### config.mk
export PLATFORM = sky130hd
export DESIGN_NAME = hbridge_chopper
export DESIGN_NICKNAME = d
export VERILOG_FILES = /design/src/rtl/hbc_pkg.sv /design/src/rtl/hbc_trip_sync.sv /design/src/rtl/hbc_offtime.sv /design/src/rtl/hbc_leg_guard.sv /design/src/rtl/hbridge_chopper.sv
export SDC_FILE = /design/constraint.sdc
export NUM_CORES = 1
export LEC_CHECK = 0
export BUFFER_PORTS_ARGS = -buffer_cell sky130_fd_sc_hd__buf_2
export CELL_PAD_IN_SITES_DETAIL_PLACEMENT = 0
export CELL_PAD_IN_SITES_GLOBAL_PLACEMENT = 2
export CORE_MARGIN = 2
export CORE_UTILIZATION = 34
export DETAILED_ROUTE_END_ITERATION = 8
export PLACE_DENSITY_LB_ADDON = 0.1
export SLEW_MARGIN = 20
export SYNTH_ARGS = -nofsm -noshare
export SYNTH_HDL_FRONTEND = slang
export SYNTH_SLANG_ARGS = --single-unit
export TNS_END_PERCENT = 20
### constraint.sdc
create_clock -name clk -period 4.6 [get_ports clk]
set_clock_uncertainty 0.2 [all_clocks]
set_input_delay 0.92 -clock clk [delete_from_list [all_inputs] [get_ports clk]]
set_output_delay 0.92 -clock clk [all_outputs]
set_load 0.01 [all_outputs]
### src/rtl/hbc_pkg.sv
package hbc_pkg;

    typedef enum logic {
        DECAY_FAST = 1'b0,
        DECAY_SLOW = 1'b1
    } decay_e;

    typedef struct packed {
        logic hi;
        logic lo;
    } leg_t;

    localparam int NUM_LEGS = 2;
    localparam int LEG_A    = 0;
    localparam int LEG_B    = 1;

    typedef leg_t [NUM_LEGS-1:0] bridge_t;

    // Width of a down-counter that must hold n-1.
    function automatic int cnt_width(input int n);
        return (n > 1) ? $clog2(n) : 1;
    endfunction

    // Diagonal that conducts for the given direction.
    function automatic bridge_t conduct_pattern(input logic fwd);
        bridge_t p;
        p = '0;
        if (fwd) begin
            p[LEG_A].hi = 1'b1;
            p[LEG_B].lo = 1'b1;
        end else begin
            p[LEG_B].hi = 1'b1;
            p[LEG_A].lo = 1'b1;
        end
        return p;
    endfunction

    // Recirculation path while drive is off.
    function automatic bridge_t decay_pattern(input logic fwd, input decay_e mode);
        bridge_t p;
        if (mode == DECAY_SLOW) begin
            p = '0;
            p[LEG_A].lo = 1'b1;
            p[LEG_B].lo = 1'b1;
        end else begin
            p = conduct_pattern(!fwd);
        end
        return p;
    endfunction

    // Supply-fault gating: the regulator removes everything, the pump only the high side.
    function automatic bridge_t fault_mask(input bridge_t p, input logic reg_f, input logic pump_f);
        bridge_t q;
        for (int i = 0; i < NUM_LEGS; i++) begin
            q[i].hi = p[i].hi & ~reg_f & ~pump_f;
            q[i].lo = p[i].lo & ~reg_f;
        end
        return q;
    endfunction

endpackage

### src/rtl/hbc_trip_sync.sv
module hbc_trip_sync #(
    parameter int STAGES = 2
) (
    input  logic clk,
    input  logic rst,
    input  logic trip_raw,
    output logic trip_sync
);
    logic [STAGES-1:0] shreg;

    always_ff @(posedge clk) begin
        if (rst) begin
            shreg <= '0;
        end else begin
            shreg <= {shreg[STAGES-2:0], trip_raw};
        end
    end

    assign trip_sync = shreg[STAGES-1];
endmodule

### src/rtl/hbc_offtime.sv
module hbc_offtime #(
    parameter int OFF_CYCLES = 96,
    parameter int CNT_W      = hbc_pkg::cnt_width(OFF_CYCLES)
) (
    input  logic             clk,
    input  logic             rst,
    input  logic             trip_sync,
    output logic             src_latch,
    output logic [CNT_W-1:0] off_cnt
);
    localparam logic [CNT_W-1:0] LOAD_VAL = CNT_W'(OFF_CYCLES - 1);

    always_ff @(posedge clk) begin
        if (rst) begin
            src_latch <= 1'b1;
            off_cnt   <= '0;
        end else if (src_latch) begin
            if (trip_sync) begin
                src_latch <= 1'b0;
                off_cnt   <= LOAD_VAL;
            end
        end else if (off_cnt == '0) begin
            src_latch <= 1'b1;
        end else begin
            off_cnt <= off_cnt - 1'b1;
        end
    end
endmodule

### src/rtl/hbc_leg_guard.sv
module hbc_leg_guard
    import hbc_pkg::*;
(
    input  logic clk,
    input  logic rst,
    input  leg_t want,
    output leg_t leg_q
);
    // A switch may close only once its partner has been open for an edge.
    always_ff @(posedge clk) begin
        if (rst) begin
            leg_q <= '0;
        end else begin
            leg_q.hi <= want.hi & ~leg_q.lo;
            leg_q.lo <= want.lo & ~leg_q.hi;
        end
    end
endmodule

### src/rtl/hbridge_chopper.sv
module hbridge_chopper
    import hbc_pkg::*;
#(
    parameter int OFF_CYCLES  = 96,
    parameter int SYNC_STAGES = 2
) (
    input  logic clk,
    input  logic rst,
    input  logic phase_fwd,
    input  logic pwm_gate,
    input  logic decay_sel,
    input  logic trip_raw,
    input  logic vreg_fault,
    input  logic pump_fault,
    output logic a_hi,
    output logic a_lo,
    output logic b_hi,
    output logic b_lo
);
    localparam int CNT_W = cnt_width(OFF_CYCLES);

    logic             trip_sync;
    logic             src_latch;
    logic [CNT_W-1:0] off_cnt;
    decay_e           mode;
    logic             conduct;
    bridge_t          raw_pat;
    bridge_t          want;
    bridge_t          bridge_q;

    hbc_trip_sync #(.STAGES(SYNC_STAGES)) u_sync (
        .clk       (clk),
        .rst       (rst),
        .trip_raw  (trip_raw),
        .trip_sync (trip_sync)
    );

    hbc_offtime #(.OFF_CYCLES(OFF_CYCLES), .CNT_W(CNT_W)) u_offtime (
        .clk       (clk),
        .rst       (rst),
        .trip_sync (trip_sync),
        .src_latch (src_latch),
        .off_cnt   (off_cnt)
    );

    assign mode = decay_e'(decay_sel);

    always_comb begin
        conduct = pwm_gate & src_latch;
        raw_pat = conduct ? conduct_pattern(phase_fwd) : decay_pattern(phase_fwd, mode);
        want    = fault_mask(raw_pat, vreg_fault, pump_fault);
    end

    for (genvar g = 0; g < NUM_LEGS; g++) begin : g_leg
        hbc_leg_guard u_guard (
            .clk   (clk),
            .rst   (rst),
            .want  (want[g]),
            .leg_q (bridge_q[g])
        );
    end

    assign a_hi = bridge_q[LEG_A].hi;
    assign a_lo = bridge_q[LEG_A].lo;
    assign b_hi = bridge_q[LEG_B].hi;
    assign b_lo = bridge_q[LEG_B].lo;
endmodule

==> flow_summary.rst <==
.. list-table::
   :header-rows: 1

   * - Metric
     - Value
   * - Run status
     - finished, final reports clean
   * - Synthesis-stage register bit count
     - 14
   * - Diode count
     - 0
   * - Power Density
     - 357 nW/um^2
   * - Critical path's largest stage delay
     - around 0.50 ns
   * - Standard cell area after detailed placement
     - roughly 730 sq um
   * - Required arrival time at the worst endpoint
     - 4.56 ns
   * - CP Cell Sequence
     - inv_1 > ha_1 > or4b_1 > o41ai_1 > a221oi_1
   * - Clock period minus worst slack
     - 1.99 ns
   * - Routed wire length per instance
     - between 10 and 15 microns
   * - Transition at the pin with the smallest max-transition slack
     - 0.625 ns
   * - Hold Fails Final Rpt
     - 0
   * - Clock network fraction of design power
     - 0.336
   * - Die area
     - 2320 sq um
   * - Num CTS Buffers
     - 3
   * - Mapped Cells
     - 72
   * - Sequential fraction of design power
     - 0.505
   * - Proportion of total power due to net switching
     - 0.277
   * - CTS Buffer Depth
     - 2
   * - Layout Area Growth over Synthesis
     - 15.6%
   * - Net Switching
     - 75.9 uW
   * - Final core utilization
     - 0.431
   * - Chip width
     - 48.2 microns
   * - Largest fanout of any net on the critical path
     - 4
   * - Final number of max-transition violations
     - 0
   * - Critical-path cell with the highest stage delay
     - sky130_fd_sc_hd__or4b_1
   * - Critical path start-end classification
     - reg -> reg
   * - Combinational Power Share
     - 0.159
   * - H-tree depth
     - 1
   * - Port-buffer cells
     - 11
   * - Final design area excluding fillers
     - 768 sq um
   * - DRC Markers
     - 0
   * - Setup Total Neg Slack
     - 0 ns
   * - Quantity of hold-fixing buffers added after cts
     - 0
   * - Final-stage net count
     - 96
   * - Crit share post-route
     - 0.432
   * - Starting density of the core
     - 0.373
   * - Clk_lat worst skew
     - roughly 0.29 ns
   * - Maximum number of pins on one net before global-route repair
     - 15
   * - Highest Clock Rate
     - between 500 and 600 MHz
   * - Standby leakage power
     - 0.000319 uW
   * - Die height
     - 48.2 microns
   * - Area of the core
     - 1780 sq um
   * - Remaining global-route overflow
     - 0
   * - Synthesized cell area
     - 664 sq um
   * - Count of pins on the block boundary
     - 12
   * - Number of global-route vias before repair
     - 589
   * - Share of post-route cells with drive strength above 1
     - 0.212
   * - Clock root buffer
     - sky130_fd_sc_hd__clkbuf_4
   * - Avg Inst Size Synth
     - 9.23 sq um
   * - Max-cap violations
     - 0
   * - Via density per instance
     - 5.19
   * - Most common cell after layout, fill and taps aside
     - sky130_fd_sc_hd__dfxtp_1
   * - Count of unique library cells instantiated by Yosys
     - 30
   * - Arrival time reported for the critical path endpoint
     - 1.95 ns
   * - HPWL after detailed placement
     - 962 microns
   * - Post-CTS Repair Setup Buffers
     - 0
   * - CP startpoint kind
     - flop
   * - Type of the most critical hold path
     - reg -> reg
   * - Max rail drop VDD
     - 0.199 mV
   * - FP Rows
     - 15
   * - Final WL
     - 1.33 mm
   * - Post-Synthesis Net Count
     - 82
   * - Count of final setup violators
     - 0
   * - Register area share after synthesis
     - 0.422
   * - Internal
     - 198 uW
   * - First drt pass iteration count
     - 4
   * - Most used cells in the layout excluding fill and tap cells
     - sky130_fd_sc_hd__dfxtp_1, sky130_fd_sc_hd__buf_2, sky130_fd_sc_hd__nor2_1
   * - Max_slew headroom
     - 0.578
   * - Count of clock tree sinks
     - 14
   * - DRT antenna net count
     - 0
   * - Number of antenna violations at the first check in global routing
     - 0
   * - Via count
     - 571
   * - Capturing element type of the critical path
     - flop
   * - Resized Gates After CTS
     - 0
   * - Count of warnings emitted by yosys
     - 0
   * - First-pass GRT wire length
     - 2.39 mm
   * - TritonCTS clock tree
     - yes
   * - Clock slew at reported path FFs
     - 0.09 ns
   * - Setup repair after global routing missed its margin
     - no
   * - Total global routing track utilization
     - 0.153
   * - Count of routing violations after the opening detailed-route iteration
     - 15
   * - Weighted congestion reported at the end of routability-driven placement
     - 0.728
==> cells in the mapped netlist (all sizes together) <==
cell type	instances	area (sq um)
a21o	1	7.51
a21oi	1	5.00
a221oi	1	8.76
a31oi	3	18.8
buf	2	18.8
dfxtp	14	280
ha	2	25.0
inv	4	15.0
mux2i	3	30.0
nand2	4	15.0
nand2b	4	25.0
nand3b	1	7.51
nor2	5	18.8
nor2b	2	12.5
nor3	2	10.0
nor3b	2	15.0
nor4	3	18.8
nor4b	2	17.5
o21ai	4	20.0
o21bai	1	7.51
o22ai	1	6.26
o31ai	1	7.51
o41ai	1	8.76
or2	1	6.26
or3	3	18.8
or4	2	16.3
or4b	2	23.8
==> power groups by stage <==
stage	sequential, uW	combinational [uW]	clock, uW
2_1_floorplan	138	33.6	0
4_1_cts	138	44.1	94.9
5_1_grt	140	50.1	105
6_report	138	43.6	92.2
3_5_place_dp	141	43.9	0
3_3_place_gp	142	45.1	0
==> worst paths after layout <==
kind,startpoint,end,slack [ns],cells after the start
min reg2reg,g_leg[0].u_guard.leg_q[0],g_leg[0].u_guard.leg_q[1],0.22,1
max reg2reg,u_offtime.off_cnt[0],u_offtime.off_cnt[0],2.61,5
max,u_offtime.off_cnt[0],u_offtime.off_cnt[0],2.61,5
min,g_leg[0].u_guard.leg_q[0],g_leg[0].u_guard.leg_q[1],0.22,1
==> worst max-delay path: cells and delay by family (launching register included) <==
family,cells,cell delay [ns]
compound gates,2,0.52
buf+inv,1,0.11
simple gates,1,0.50
flops,1,0.32
fa+ha+maj,1,0.22
==> metrics by stage <==
step / hold slack, ns / worst slack (ns) / total power, uW / std cells
final: 0.218 / 2.61 / 274 / 110
after global routing: 0.233 / 2.45 / 295 / 110
after CTS: 0.224 / 2.63 / 277 / 110
after detailed placement: 0.209 / 2.64 / 185 / 106
after global placement: 0.207 / 2.67 / 187 / 106
after floorplan: 0.214 / 2.82 / 172 / 72
==> state kept, by name, indices dropped and copies added (netlist names) <==
register,count
u_offtime.off_cnt,7
u_offtime.src_latch,1
u_sync.shreg,2
g_leg.u_guard.leg_q,4
==> kinds of logic (layout without fill, tap and decap cells) <==
group	Yosys count	in the layout	share of synthesized area
fa+ha+maj	2	2	0.0377
compound gates	14	14	0.136
simple gates	33	33	0.309
mux	3	3	0.0452
buf+inv	6	19	0.0508
flops	14	14	0.422
==> cell type report <==
class,instances,area [sq um]
multi-input cells,52,350
well taps,25,31.3
inverters,4,15.0
repair buffers,11,55.1
flip-flops and latches,14,280
clock buffers,4,36.3
fillers,176,1010
==> layer usage <==
| layer | up-vias | global-route usage | wire length (microns) |
|---|---|---|---|
| met2 | 14 | 0.239 | 614 |
| met3 | 3 | 0.0778 | 76 |
| li1 | 291 | - | - |
| met1 | 263 | 0.175 | 629 |
| met5 | - | 0 | 0 |
| met4 | 0 | 0.0649 | 11 |
Note: power is estimated with default switching activity, not from simulation.
